--- src/rtl/pwr_seq_pkg.sv ---
package pwr_seq_pkg;

  typedef enum logic {
    PS_OFF = 1'b0,
    PS_ON  = 1'b1
  } pwr_state_t;

  // control register fields
  localparam int CTRL_OWN_BIT = 16;
  localparam int POL_LSB      = 4;
  // status register fields
  localparam int STAT_A2_BIT  = 7;
  localparam int STAT_WK_BIT  = 0;
  // interrupt enable field
  localparam int IE_A2_BIT    = 4;

  // word addresses
  localparam int ADDR_CTRL = 0;
  localparam int ADDR_STAT = 1;
  localparam int ADDR_IE   = 2;

endpackage

--- src/rtl/pwr_wake_filter.sv ---
module pwr_wake_filter #(
  parameter int NUM_WAKE     = 4,
  parameter int SYNC_STAGES  = 2,
  parameter int QUAL_SAMPLES = 2
) (
  input  logic                clk,
  input  logic                rst,
  input  logic [NUM_WAKE-1:0] pins,
  input  logic [NUM_WAKE-1:0] pol_low,
  output logic [NUM_WAKE-1:0] qual
);

  localparam int CNT_W   = (QUAL_SAMPLES > 1) ? $clog2(QUAL_SAMPLES) : 1;
  localparam int CNT_TOP = (QUAL_SAMPLES > 1) ? QUAL_SAMPLES - 1 : 0;

  for (genvar gi = 0; gi < NUM_WAKE; gi++) begin : g_pin
    logic [SYNC_STAGES-1:0] sh;
    logic [CNT_W-1:0]       run;
    logic                   act;

    always_ff @(posedge clk) begin
      if (rst) sh <= '0;
      else     sh <= {sh[SYNC_STAGES-2:0], pins[gi]};
    end

    // active level: high when polarity bit is 0, low when it is 1
    assign act = sh[SYNC_STAGES-1] ^ pol_low[gi];

    always_ff @(posedge clk) begin
      if (rst || !act)               run <= '0;
      else if (run != CNT_W'(CNT_TOP)) run <= run + 1'b1;
    end

    assign qual[gi] = act && (run == CNT_W'(CNT_TOP));
  end

endmodule

--- src/rtl/pwr_fsm.sv ---
module pwr_fsm
  import pwr_seq_pkg::*;
(
  input  logic clk,
  input  logic rst,
  input  logic own_en,
  input  logic alarm2_hit,
  input  logic wake_any,
  output logic pwr_en,
  output logic wake_event
);

  pwr_state_t state_q, state_d;

  always_comb begin
    state_d    = state_q;
    wake_event = 1'b0;
    unique case (state_q)
      PS_ON: begin
        if (own_en && alarm2_hit) state_d = PS_OFF;
      end
      PS_OFF: begin
        if (!own_en) begin
          state_d = PS_ON;
        end else if (wake_any) begin
          state_d    = PS_ON;
          wake_event = 1'b1;
        end
      end
      default: state_d = PS_ON;
    endcase
  end

  always_ff @(posedge clk) begin
    if (rst) state_q <= PS_ON;
    else     state_q <= state_d;
  end

  assign pwr_en = (state_q == PS_ON);

endmodule

--- src/rtl/pwr_regs.sv ---
module pwr_regs
  import pwr_seq_pkg::*;
#(
  parameter int NUM_WAKE = 4,
  parameter int DATA_W   = 32,
  parameter int ADDR_W   = 2
) (
  input  logic                clk,
  input  logic                rst,
  input  logic                reg_we,
  input  logic [ADDR_W-1:0]   reg_addr,
  input  logic [DATA_W-1:0]   reg_wdata,
  input  logic                alarm2_hit,
  input  logic                wake_event,
  output logic                ctrl_own,
  output logic [NUM_WAKE-1:0] wake_en,
  output logic [NUM_WAKE-1:0] wake_pol,
  output logic                a2_ie,
  output logic                a2_flag,
  output logic                wk_flag,
  output logic [DATA_W-1:0]   reg_rdata,
  output logic                irq
);

  logic              sel_ctrl, sel_stat, sel_ie;
  logic              clr_a2, clr_wk;
  logic [DATA_W-1:0] rd_mux;

  assign sel_ctrl = (reg_addr == ADDR_W'(ADDR_CTRL));
  assign sel_stat = (reg_addr == ADDR_W'(ADDR_STAT));
  assign sel_ie   = (reg_addr == ADDR_W'(ADDR_IE));
  assign clr_a2   = reg_we && sel_stat && reg_wdata[STAT_A2_BIT];
  assign clr_wk   = reg_we && sel_stat && reg_wdata[STAT_WK_BIT];

  always_ff @(posedge clk) begin
    if (rst) begin
      ctrl_own <= 1'b0;
      wake_en  <= '0;
      wake_pol <= '1;
      a2_ie    <= 1'b0;
    end else if (reg_we) begin
      if (sel_ctrl) begin
        ctrl_own <= reg_wdata[CTRL_OWN_BIT];
        wake_en  <= reg_wdata[NUM_WAKE-1:0];
        wake_pol <= reg_wdata[POL_LSB +: NUM_WAKE];
      end
      if (sel_ie) a2_ie <= reg_wdata[IE_A2_BIT];
    end
  end

  // sticky flags: a new event outranks a clearing write
  always_ff @(posedge clk) begin
    if (rst) begin
      a2_flag <= 1'b0;
      wk_flag <= 1'b0;
    end else begin
      a2_flag <= alarm2_hit | (a2_flag & ~clr_a2);
      wk_flag <= wake_event | (wk_flag & ~clr_wk);
    end
  end

  always_comb begin
    rd_mux = '0;
    if (sel_ctrl) begin
      rd_mux[CTRL_OWN_BIT]         = ctrl_own;
      rd_mux[NUM_WAKE-1:0]         = wake_en;
      rd_mux[POL_LSB +: NUM_WAKE]  = wake_pol;
    end else if (sel_stat) begin
      rd_mux[STAT_A2_BIT] = a2_flag;
      rd_mux[STAT_WK_BIT] = wk_flag;
    end else if (sel_ie) begin
      rd_mux[IE_A2_BIT] = a2_ie;
    end
  end

  always_ff @(posedge clk) begin
    if (rst) begin
      reg_rdata <= '0;
      irq       <= 1'b0;
    end else begin
      reg_rdata <= rd_mux;
      irq       <= a2_flag & a2_ie;
    end
  end

endmodule

--- src/rtl/pwr_seq_ctrl.sv ---
module pwr_seq_ctrl #(
  parameter int NUM_WAKE     = 4,
  parameter int SYNC_STAGES  = 2,
  parameter int QUAL_SAMPLES = 2,
  parameter int DATA_W       = 32,
  parameter int ADDR_W       = 2
) (
  input  logic                clk,
  input  logic                rst,
  input  logic                alarm2_hit,
  input  logic [NUM_WAKE-1:0] wake_in,
  input  logic                reg_we,
  input  logic [ADDR_W-1:0]   reg_addr,
  input  logic [DATA_W-1:0]   reg_wdata,
  output logic [DATA_W-1:0]   reg_rdata,
  output logic                pwr_en,
  output logic                irq
);

  logic                ctrl_own;
  logic [NUM_WAKE-1:0] wake_en, wake_pol, wake_qual;
  logic                a2_ie, a2_flag, wk_flag;
  logic                wake_any, wake_event;

  pwr_regs #(
    .NUM_WAKE (NUM_WAKE),
    .DATA_W   (DATA_W),
    .ADDR_W   (ADDR_W)
  ) regs_i (
    .clk        (clk),
    .rst        (rst),
    .reg_we     (reg_we),
    .reg_addr   (reg_addr),
    .reg_wdata  (reg_wdata),
    .alarm2_hit (alarm2_hit),
    .wake_event (wake_event),
    .ctrl_own   (ctrl_own),
    .wake_en    (wake_en),
    .wake_pol   (wake_pol),
    .a2_ie      (a2_ie),
    .a2_flag    (a2_flag),
    .wk_flag    (wk_flag),
    .reg_rdata  (reg_rdata),
    .irq        (irq)
  );

  pwr_wake_filter #(
    .NUM_WAKE     (NUM_WAKE),
    .SYNC_STAGES  (SYNC_STAGES),
    .QUAL_SAMPLES (QUAL_SAMPLES)
  ) filt_i (
    .clk     (clk),
    .rst     (rst),
    .pins    (wake_in),
    .pol_low (wake_pol),
    .qual    (wake_qual)
  );

  assign wake_any = |(wake_qual & wake_en);

  pwr_fsm fsm_i (
    .clk        (clk),
    .rst        (rst),
    .own_en     (ctrl_own),
    .alarm2_hit (alarm2_hit),
    .wake_any   (wake_any),
    .pwr_en     (pwr_en),
    .wake_event (wake_event)
  );

endmodule

--- config.mk ---
export PLATFORM = sky130hd
export DESIGN_NAME = pwr_seq_ctrl
export DESIGN_NICKNAME = d
export VERILOG_FILES = /design/src/rtl/pwr_seq_pkg.sv /design/src/rtl/pwr_wake_filter.sv /design/src/rtl/pwr_fsm.sv /design/src/rtl/pwr_regs.sv /design/src/rtl/pwr_seq_ctrl.sv
export SDC_FILE = /design/constraint.sdc
export NUM_CORES = 1
export LEC_CHECK = 0
export BUFFER_PORTS_ARGS = -buffer_cell sky130_fd_sc_hd__buf_4
export CORE_ASPECT_RATIO = 0.5
export CORE_MARGIN = 3
export CORE_UTILIZATION = 45
export CTS_CLUSTER_DIAMETER = 50
export CTS_CLUSTER_SIZE = 20
export DETAILED_ROUTE_END_ITERATION = 8
export PLACE_DENSITY_LB_ADDON = 0.3
export SYNTH_ARGS = -nofsm -noshare
export SYNTH_HDL_FRONTEND = slang
export SYNTH_SLANG_ARGS = --single-unit
--- constraint.sdc ---
create_clock -name clk -period 3.2 [get_ports clk]
set_clock_uncertainty 0.05 [all_clocks]
set_input_delay 0.8 -clock clk [delete_from_list [all_inputs] [get_ports clk]]
set_output_delay 0.8 -clock clk [all_outputs]
set_load 0.05 [all_outputs]
; ---- Word-level counts from Yosys, hierarchy flattened
; Index checks and enable logic that the tools add are counted.
[word_totals]
register_bits = 58
inputBits = 42
output_inout_bits = 34
wordCells = 77
[op_classes]
addsub = 4
eq_ne = 2
n_mux = 17
bitwise = 14
reduce_logical = 21
[ops]
columns = cell, count
row1 = 1-bit 2-to-1 mux, 16
row2 = 1-bit logical AND, 8
row3 = 1-bit adder (second input constant), 4
row4 = 4-bit AND, 1
row5 = 1-bit zero test, 4
row6 = 1-bit logical OR, 4
row7 = 1-bit NOT, 4
row8 = 2-bit AND reduction, 2
row9 = 4-bit OR reduction, 1
row10 = 1-bit bitwise XOR, 4
row11 = 1-bit AND, 3
row12 = 2-bit by 1-bit == test with 1-bit output (second input constant), 1
row13 = 2-bit == test (second input constant), 1
row14 = 2-bit zero test, 1
row15 = 1-bit bitwise OR, 2
row16 = 1-bit case mux with 2 select lines, 1
row17 = 2-bit OR reduction, 1

; ---- Longest topological paths before layout
; Gate-level depths: netlist of run 1.
[depth]
word_depth = 8
depth_mapped = 5
depth_no_buf = 4

; ---- Cells and area by module
; From an unflattened synthesis of run 1, not the netlist that was laid out.
[unflattened]
cells_unflattened = 149
area_unflattened_um2 = 1495.2
[by_module_without_submodules]
columns = mod, n_inst, cells_each, area_each_um2, seq_area_each_um2
row1 = pwr_regs, 1, 106, 1028.5, 440.4
row2 = pwr_wake_filter, 1, 33, 392.9, 240.2
row3 = pwr_fsm, 1, 7, 55.1, 20.0
row4 = pwr_seq_ctrl, 1, 3, 18.8, 0.0

; ---- Least setup slack after synthesis of run 1
; No wires, ideal clock.
[synth_timing]
path_type = input -> register
from = input port reg_addr[1]
to = register regs_i.wake_pol[0]
setup_time_ns = 0.120
arrival_ns = 1.611
t_required_ns = 3.030
setup_slack_ns = 1.419
cell_stages = 5
path_buffers = 2
cell_sequence = buf_6 -> nor3b_4 -> buf_6 -> nor2b_2 -> a211o_1
[synth_between]
elab_chain_len = 2
[synth_rtl]
columns = item, line_no
row1 = start: declaration, pwr_seq_ctrl.sv:13  ; input logic [ADDR_W-1:0] reg_addr,
row2 = 2-bit zero test, pwr_regs.sv:29  ; assign sel_ctrl = (reg_addr == ADDR_W'(ADDR_CTRL));
row3 = 2-bit AND reduction (no source line), --
row4 = end signal: assignment, pwr_regs.sv:45  ; wake_pol <= reg_wdata[POL_LSB +: NUM_WAKE];
row5 = end: declaration, pwr_regs.sv:17  ; output logic [NUM_WAKE-1:0] wake_pol,
; No other way between the ends.
; A chain may end at the register's enable or synchronous reset.

; ---- Worst setup path after layout of run 1
[layout_timing]
from = input port reg_addr[1]
to = register regs_i.wake_pol[3]
; The elaborated chain is that of the path after synthesis.

==> impl_metrics.json, run 1 <==
{
  "fmax_mhz": 532,
  "die_y_um": 45.4,
  "ys_ff_latch": 35,
  "clock_latency_ns": 0.27,
  "io_buffers": 29,
  "maxCapViolations": 0,
  "required_ns": 3.31,
  "ctsHoldBuffers": 0,
  "cp_max_fo": 13,
  "tightest_slew_ns": 0.694,
  "grt_max_degree": 31,
  "globalplace.congestion": 0.783,
  "cts-buffers-inserted": 5,
  "slew_headroom": 0.537,
  "antenna_left": 0,
  "num_vias": 880,
  "slew_viol_final": 0,
  "synthToLayoutAreaGrowth_pct": 15.1,
  "power_density_nw_per_um2": 554,
  "ff_latch_area_um2": 701,
  "dp_cells": 192,
  "vias_per_cell": 4.40,
  "netlist_area_um2": 1400,
  "multi_input_area_um2": 559,
  "synth-seq-area-share": 0.502,
  "fin_cells": 200,
  "cts_root_buf": "clkbuf_8",
  "die_area_um2": 3840,
  "tritoncts": "done",
  "crit_type": "primary input to register",
  "period_minus_slack_ns": 1.88,
  "critPathLaunchType": "primary input",
  "synth_warnings": 0,
  "num_rows": 13,
  "antenna_found_initial": 0,
  "min_path_type": "register to register",
  "endpoint_kind": "register",
  "clk_pin_slew_worst_paths_ns": 0.06,
  "htreeDepth": 2,
  "power_uw": 890,
  "grt_pass1_wl_mm": 3.17,
  "fp.dieW_um": 84.7,
  "totalWireLength_mm": 2.15,
  "hpwl_mm": 1.55,
  "cts_resized": 0,
  "ios": 76,
  "final-hold-violation-count": 0,
  "final_common_cell": "dfxtp_1",
  "gr-total-overflow": 0,
  "track_usage": 0.114,
  "ys_types": 24,
  "routedWlPerCell_um": 10.8,
  "antenna_cells": 0,
  "outcome": "finished, final reports clean",
  "first_global_vias": 705,
  "postCtsSetupRepairBufs": 0,
  "clock_path_buffers": 2,
  "synthCells": 133,
  "core-area_um2": 2770,
  "final_cell_mix": "dfxtp_1 (35), buf_4 (29), conb_1 (23), nor2b_1 (15)",
  "clock_sinks": 35,
  "fill_cells": 245,
  "yosys.area.top_type": "dfxtp_1",
  "synth_area_leaders": "dfxtp_1 (50%), buf_4 (12%), nor2b_1 (6.7%)",
  "setup_viol": 0,
  "synth_top_area_frac": 0.502,
  "start_util": 0.505,
  "period_share": 0.587,
  "ir_drop_uv": 260,
  "dr.pass1.iters": 4,
  "syn_area_per_cell_um2": 10.5,
  "drc": 0,
  "nNetsFinal": 204,
  "rsz0062_at_grt": "false",
  "setup_tns_ns": 0,
  "leakagePower_uw": 0.000704,
  "arrival_ns": 1.99,
  "drtIter0Drc": 17,
  "drive_above_1_share": 0.245
}
[area by class of cell]
type,count,share of cell area
Clock buffer,7,0.0475
Clock inverter,1,0.00312
Multi-Input combinational cell,91,0.348
Sequential cell,35,0.436
Tap cell,37,0.0288
Timing Repair Buffer,29,0.136
[cells in the mapped netlist]
| cell | instances |
|---|---|
| nand2b_1 | 1 |
| nor3b_4 | 1 |
| nand3b_1 | 2 |
| dfxtp_1 | 35 |
| nor3_1 | 5 |
| mux2i_1 | 9 |
| a211o_2 | 3 |
| nor2b_2 | 1 |
| and4_1 | 1 |
| conb_1 | 1 |
| and3b_1 | 1 |
| nor2b_1 | 15 |
| and2_1 | 5 |
| nand4b_1 | 2 |
| a21oi_1 | 2 |
| xor2_1 | 4 |
| a211o_1 | 1 |
| buf_4 | 23 |
| o31ai_1 | 1 |
| buf_6 | 3 |
| nor2_1 | 9 |
| nand2_1 | 1 |
| clkbuf_1 | 3 |
| nand3_1 | 4 |
[registers in the layout (all words and copies together) (netlist names)]
register          flops
regs_i.ctrl_own       1
regs_i.a2_ie          1
regs_i.wake_en        4
fsm_i.pwr_en          1
regs_i.a2_flag        1
filt_i.g_pin.sh       8
filt_i.g_pin.run      4
regs_i.irq            1
regs_i.wake_pol       4
regs_i.wk_flag        1
regs_i.reg_rdata      9
[through the flow]
| step | instance area, um2 | setup WS (ns) | utilization | hold slack (ns) |
|---|---|---|---|---|
| finish | 1610 | 1.32 | 0.581 | 0.385 |
| global placement | 1520 | 1.05 | 0.551 | 0.369 |
| floorplan | 1480 | 1.42 | - | 0.364 |
| CTS | 1610 | 1.32 | 0.581 | 0.390 |
| detailed placement | 1520 | 1.03 | 0.551 | 0.375 |
| global route | 1610 | 1.25 | 0.581 | 0.406 |
[final timing paths]
check	to	slack (ns)	cells past startpoint	from
worst max register to register	regs_i.wk_flag$_SDFF_PP0_	2.01	4	regs_i.wake_pol[2]$_SDFFE_PP1P_
worst max-delay path	regs_i.wake_pol[3]$_SDFFE_PP1P_	1.32	4	reg_addr[1]
worst min register to register	filt_i.g_pin[1].sh[1]$_SDFF_PP0_	0.39	1	filt_i.g_pin[1].sh[0]$_SDFF_PP0_
worst min-delay path	filt_i.g_pin[1].sh[1]$_SDFF_PP0_	0.39	1	filt_i.g_pin[1].sh[0]$_SDFF_PP0_
[worst max-delay path, stage by stage]
cell	delay, ns
buf_4	0.15
nor3b_4	0.61
nor2b_1	0.10
a211o_2	0.32
[where the power goes]
part	leakage (uW)	switching (uW)	internal [uW]	total, uW
sequential	0.000287	7.66	454	462
clock	0.0000422	141	152	294
combinational	0.000375	96.9	37.5	134
[routing by layer]
metal,track usage,vias up,wire length [um]
li1,-,447,-
met1,0.139,379,987
met2,0.168,48,853
met3,0.0596,6,276
met4,0.0568,0,38
met5,0,-,0
[cell families (layout without fill, tap and decap cells)]
group           after synthesis  after routing  share of synthesized area
simple gates                 48             48                      0.209
compound gates                7              7                     0.0404
xor+xnor                      4              4                     0.0251
mux                           9              9                     0.0646
flops                        35             35                      0.502
buf+inv                      29             37                      0.156
other cells                   1             23                    0.00269
Note: power is estimated with default switching activity, not from simulation.
==> run 2: changes to the inputs <==
--- a/config.mk
+++ b/config.mk
@@ -8,7 +8,7 @@
 export BUFFER_PORTS_ARGS = -buffer_cell sky130_fd_sc_hd__buf_4
 export CORE_ASPECT_RATIO = 0.5
 export CORE_MARGIN = 3
-export CORE_UTILIZATION = 45
+export CORE_UTILIZATION = 39
 export CTS_CLUSTER_DIAMETER = 50
 export CTS_CLUSTER_SIZE = 20
 export DETAILED_ROUTE_END_ITERATION = 8
==> constraint.sdc (replaced) <==
create_clock -name clk -period 1.7 [get_ports clk]
set_clock_uncertainty 0.05 [all_clocks]
set_input_delay 0.425 -clock clk [delete_from_list [all_inputs] [get_ports clk]]
set_output_delay 0.425 -clock clk [all_outputs]
set_load 0.05 [all_outputs]
==> run 2 against run 1 <==
Effect of this change: worst hold slack lost 0.080 ns; largest power group unchanged; combinational power grew 93%; register-to-register slack lost 1.5 ns; critical path type is now register to primary output; first-iteration DRC count grew 82%; sequential share of layout area shrank 1.3 points.
==> impl_metrics.json, run 2 (synthesis results as in run 1) <==
{
  "outcome": "finished, final reports clean",
  "tritoncts": "done",
  "antenna_cells": 0,
  "vias_per_cell": 3.99,
  "largest_register_ffs": 9,
  "cp.depth": 1,
  "power_uw": 1710,
  "critical_path.max_stage_delay_ns": 0.37,
  "gr-total-overflow": 0,
  "first_global_vias": 736,
  "routedWlPerCell_um": 10.1,
  "cts_resized": 0,
  "clock_latency_ns": 0.27,
  "hpwl_mm": 1.56,
  "leakagePower_uw": 0.000723,
  "nNetsFinal": 206,
  "drc": 0,
  "antenna_left": 0,
  "num_vias": 846,
  "cp_max_fo": 4,
  "power_density_nw_per_um2": 1040,
  "core-area_um2": 3210,
  "synthToLayoutAreaGrowth_pct": 18.5,
  "slew_viol_final": 0,
  "setup_viol": 0,
  "maxCapViolations": 0,
  "drive_above_1_share": 0.262,
  "final_common_cell": "dfxtp_1",
  "track_usage": 0.0974,
  "reg_top3": "regs_i.reg_rdata: 9 flops, filt_i.g_pin.sh: 8 flops",
  "htreeDepth": 2,
  "critPathLaunchType": "register",
  "required_ns": 1.22,
  "die_area_um2": 4370,
  "endpoint_kind": "primary output",
  "globalplace.congestion": 0.680,
  "grt_max_degree": 31,
  "cts_root_buf": "clkbuf_8",
  "r2r_cells": 4,
  "ctsHoldBuffers": 0,
  "cts-buffers-inserted": 5,
  "totalWireLength_mm": 2.15,
  "arrival_ns": 0.86,
  "grt_pass1_wl_mm": 3.22,
  "io_buffers": 29,
  "fill_cells": 287,
  "clk_pin_slew_worst_paths_ns": 0.07,
  "fmax_mhz": 747,
  "rsz0062_at_grt": "false",
  "dr.pass1.iters": 2,
  "die_y_um": 48.3,
  "crit_type": "register to primary output",
  "final_cell_mix": "dfxtp_1 (35), buf_4 (30), conb_1 (23), nor2b_1 (15)",
  "setup_tns_ns": 0,
  "antenna_found_initial": 0,
  "top_register": "regs_i.reg_rdata",
  "crit_family": "flip-flops",
  "drtIter0Drc": 31,
  "start_util": 0.435,
  "period_share": 0.788,
  "min_path_type": "primary input to register",
  "holdPathStages": 2,
  "clock_path_buffers": 2,
  "ios": 76,
  "postCtsSetupRepairBufs": 0,
  "period_minus_slack_ns": 1.34,
  "fp.dieW_um": 90.6,
  "critPathSlowestCell": "dfxtp_1",
  "cp_num_buf_inv": 1,
  "crit_chain": "buf_4",
  "ir_drop_uv": 359,
  "clock_sinks": 35,
  "final-hold-violation-count": 0,
  "num_rows": 14
}
-- run 2: changes by cell type in the layout (fill, tap and decap cells not counted) --
cell	previous run	this run
clkbuf_1	2	0
clkbuf_8	5	6
buf_4	29	30
buf_12	0	1
-- run 2: worst paths after layout --
path	endpoint	slack [ns]	start
hold / removal	regs_i.wake_pol[2]$_SDFFE_PP1P_	0.31	reg_wdata[6]
setup reg to reg	regs_i.wk_flag$_SDFF_PP0_	0.53	regs_i.wake_pol[1]$_SDFFE_PP1P_
hold reg to reg	filt_i.g_pin[0].sh[1]$_SDFF_PP0_	0.39	filt_i.g_pin[0].sh[0]$_SDFF_PP0_
setup / recovery	pwr_en	0.36	fsm_i.pwr_en$_SDFF_PP1_
-- run 2: cell type report --
| class | count | area, um2 | share of cell area |
|---|---|---|---|
| clock inverter | 1 | 5.00 | 0.00303 |
| timing repair buffer | 31 | 245 | 0.148 |
| sequential | 35 | 701 | 0.424 |
| tap | 48 | 60.1 | 0.0363 |
| multi-input combinational | 91 | 559 | 0.338 |
| clock buffer | 6 | 82.6 | 0.0500 |
-- run 2: layer usage --
layer | track usage | part of all wire | vias to the layer above
met1 | 0.123 | 0.49 | 358
met4 | 0.0456 | 0.0098 | 0
met5 | 0 | 0 | -
li1 | - | - | 447
met3 | 0.0431 | 0.097 | 2
met2 | 0.147 | 0.40 | 39
-- run 2: through the flow --
step	worst slack [ns]	utilization	instance area (um2)	hold WS, ns	instances
2_1_floorplan	0.294	-	1480	0.364	155
3_3_place_gp	0.213	0.488	1570	0.369	205
3_5_place_dp	0.193	0.488	1570	0.375	205
4_1_cts	0.356	0.516	1650	0.297	212
5_1_grt	0.300	0.516	1650	0.296	212
6_report	0.361	0.516	1650	0.305	212
-- run 2: power by group --
group | internal [uW] | leakage [uW] | total [uW] | switching, uW
Clock | 317 | 0.0000470 | 585 | 268
Combinational | 75.1 | 0.000389 | 259 | 184
Sequential | 855 | 0.000287 | 869 | 14.0
==> run 3: changes to the inputs <==
--- a/config.mk
+++ b/config.mk
@@ -8,7 +8,7 @@
 export BUFFER_PORTS_ARGS = -buffer_cell sky130_fd_sc_hd__buf_4
 export CORE_ASPECT_RATIO = 0.5
 export CORE_MARGIN = 3
-export CORE_UTILIZATION = 39
+export CORE_UTILIZATION = 43
 export CTS_CLUSTER_DIAMETER = 50
 export CTS_CLUSTER_SIZE = 20
 export DETAILED_ROUTE_END_ITERATION = 8
==> constraint.sdc (replaced) <==
create_clock -name clk -period 1.3 [get_ports clk]
set_clock_uncertainty 0.05 [all_clocks]
set_input_delay 0.325 -clock clk [delete_from_list [all_inputs] [get_ports clk]]
set_output_delay 0.325 -clock clk [all_outputs]
set_load 0.05 [all_outputs]
==> run 3 against run 2 <==
Effect of this change: wire length grew 4.6%; combinational power is 35% higher; critical path depth did not move; first-iteration DRC count rose by 87%; die area is 8.4% lower; global-route usage up 2.5 points; largest cell class unchanged.
==> impl_metrics.json, run 3 (synthesis results as in run 1) <==
{
  "final-hold-violation-count": 0,
  "num_rows": 13,
  "antenna_found_initial": 0,
  "io_buffers": 29,
  "drive_above_1_share": 0.284,
  "outcome": "finished, final reports clean",
  "largest_register_ffs": 9,
  "setup_tns_ns": 0,
  "critPathLaunchType": "register",
  "multi_input_area_um2": 564,
  "num_vias": 896,
  "grt_max_degree": 23,
  "critical_path.max_stage_delay_ns": 0.40,
  "period_minus_slack_ns": 1.24,
  "ff_latch_area_um2": 701,
  "antenna_cells": 0,
  "totalWireLength_mm": 2.25,
  "power_density_nw_per_um2": 1460,
  "cp_num_buf_inv": 1,
  "clk_pin_slew_worst_paths_ns": 0.07,
  "fmax_mhz": 806,
  "critPathSlowestCell": "dfxtp_1",
  "htreeDepth": 2,
  "crit_type": "register to primary output",
  "fin_cells": 206,
  "maxCapViolations": 0,
  "clock_sinks": 35,
  "fill_cells": 245,
  "arrival_ns": 0.87,
  "gr-total-overflow": 0,
  "final_cell_mix": "dfxtp_1 (35), buf_4 (33), conb_1 (23), nor2b_1 (15)",
  "cp_max_fo": 4,
  "cts-buffers-inserted": 5,
  "cts_root_buf": "clkbuf_8",
  "min_path_type": "primary input to register",
  "first_global_vias": 728,
  "dp_cells": 198,
  "clock_path_buffers": 2,
  "vias_per_cell": 4.35,
  "slew_viol_final": 0,
  "drc": 0,
  "fp.dieW_um": 86.6,
  "leakagePower_uw": 0.000766,
  "start_util": 0.493,
  "ir_drop_uv": 724,
  "reg_top3": "regs_i.reg_rdata: 9 flops, filt_i.g_pin.sh: 8 flops",
  "final_common_cell": "dfxtp_1",
  "grt_pass1_wl_mm": 3.46,
  "setup_viol": 0,
  "ios": 76,
  "globalplace.congestion": 0.776,
  "place_ws_ns": -0.0757,
  "crit_family": "flip-flops",
  "rsz0062_at_grt": "false",
  "top_register": "regs_i.reg_rdata",
  "die_y_um": 46.3,
  "tritoncts": "done",
  "track_usage": 0.122,
  "dr.pass1.iters": 4,
  "core-area_um2": 2830,
  "ctsHoldBuffers": 0,
  "nNetsFinal": 210,
  "crit_chain": "buf_6",
  "hpwl_mm": 1.62,
  "routedWlPerCell_um": 10.9,
  "required_ns": 0.93,
  "setup_ws_ns": 0.0590,
  "antenna_left": 0,
  "die_area_um2": 4010,
  "clock_latency_ns": 0.29,
  "period_share": 0.955,
  "endpoint_kind": "primary output",
  "drtIter0Drc": 58,
  "synthToLayoutAreaGrowth_pct": 22.4
}
==> run 3: stage by stage <==
| step | area (um2) | total power [uW] | hold slack [ns] | utilization |
|---|---|---|---|---|
| global route | 1710 | 2590 | 0.187 | 0.603 |
| global placement | 1590 | 1510 | 0.367 | 0.561 |
| finish | 1710 | 2490 | 0.195 | 0.603 |
| CTS | 1700 | 2520 | 0.180 | 0.602 |
| floorplan | 1490 | 1480 | 0.364 | - |
| detailed placement | 1590 | 1510 | 0.374 | 0.561 |
==> run 3: where the power goes <==
| part | switching, uW | internal [uW] |
|---|---|---|
| logic | 242 | 107 |
| clock network | 382 | 620 |
| registers | 18.5 | 1120 |
| total | 643 | 1840 |
==> run 3: what timing repair did <==
item	in CTS	in global routing
resized for setup	0	1
endpoints found under the setup margin	0	1
buffers inserted	0	0
==> run 3: path summary, 6_finish.rpt <==
path | end | slack (ns) | depth (start not counted) | start
setup / recovery | pwr_en | 0.06 | 1 | fsm_i.pwr_en$_SDFF_PP1_
hold / removal | regs_i.wake_pol[2]$_SDFFE_PP1P_ | 0.19 | 2 | reg_wdata[6]
setup reg to reg | regs_i.wk_flag$_SDFF_PP0_ | 0.11 | 4 | regs_i.wake_pol[1]$_SDFFE_PP1P_
hold reg to reg | filt_i.g_pin[1].sh[1]$_SDFF_PP0_ | 0.39 | 1 | filt_i.g_pin[1].sh[0]$_SDFF_PP0_
==> run 3: metal layers <==
metal	vias up	part of all wire	track usage
met5	-	0	0
met4	0	0.024	0.0839
li1	458	-	-
met2	53	0.40	0.176
met3	7	0.13	0.0607
met1	378	0.45	0.144
==> run 3: cell type report <==
cell class / instances / area share
tap: 37 / 0.0271
sequential: 35 / 0.410
clock buffer: 6 / 0.0484
clock inverter: 2 / 0.0205
timing repair buffer: 35 / 0.163
multi-input combinational: 91 / 0.330
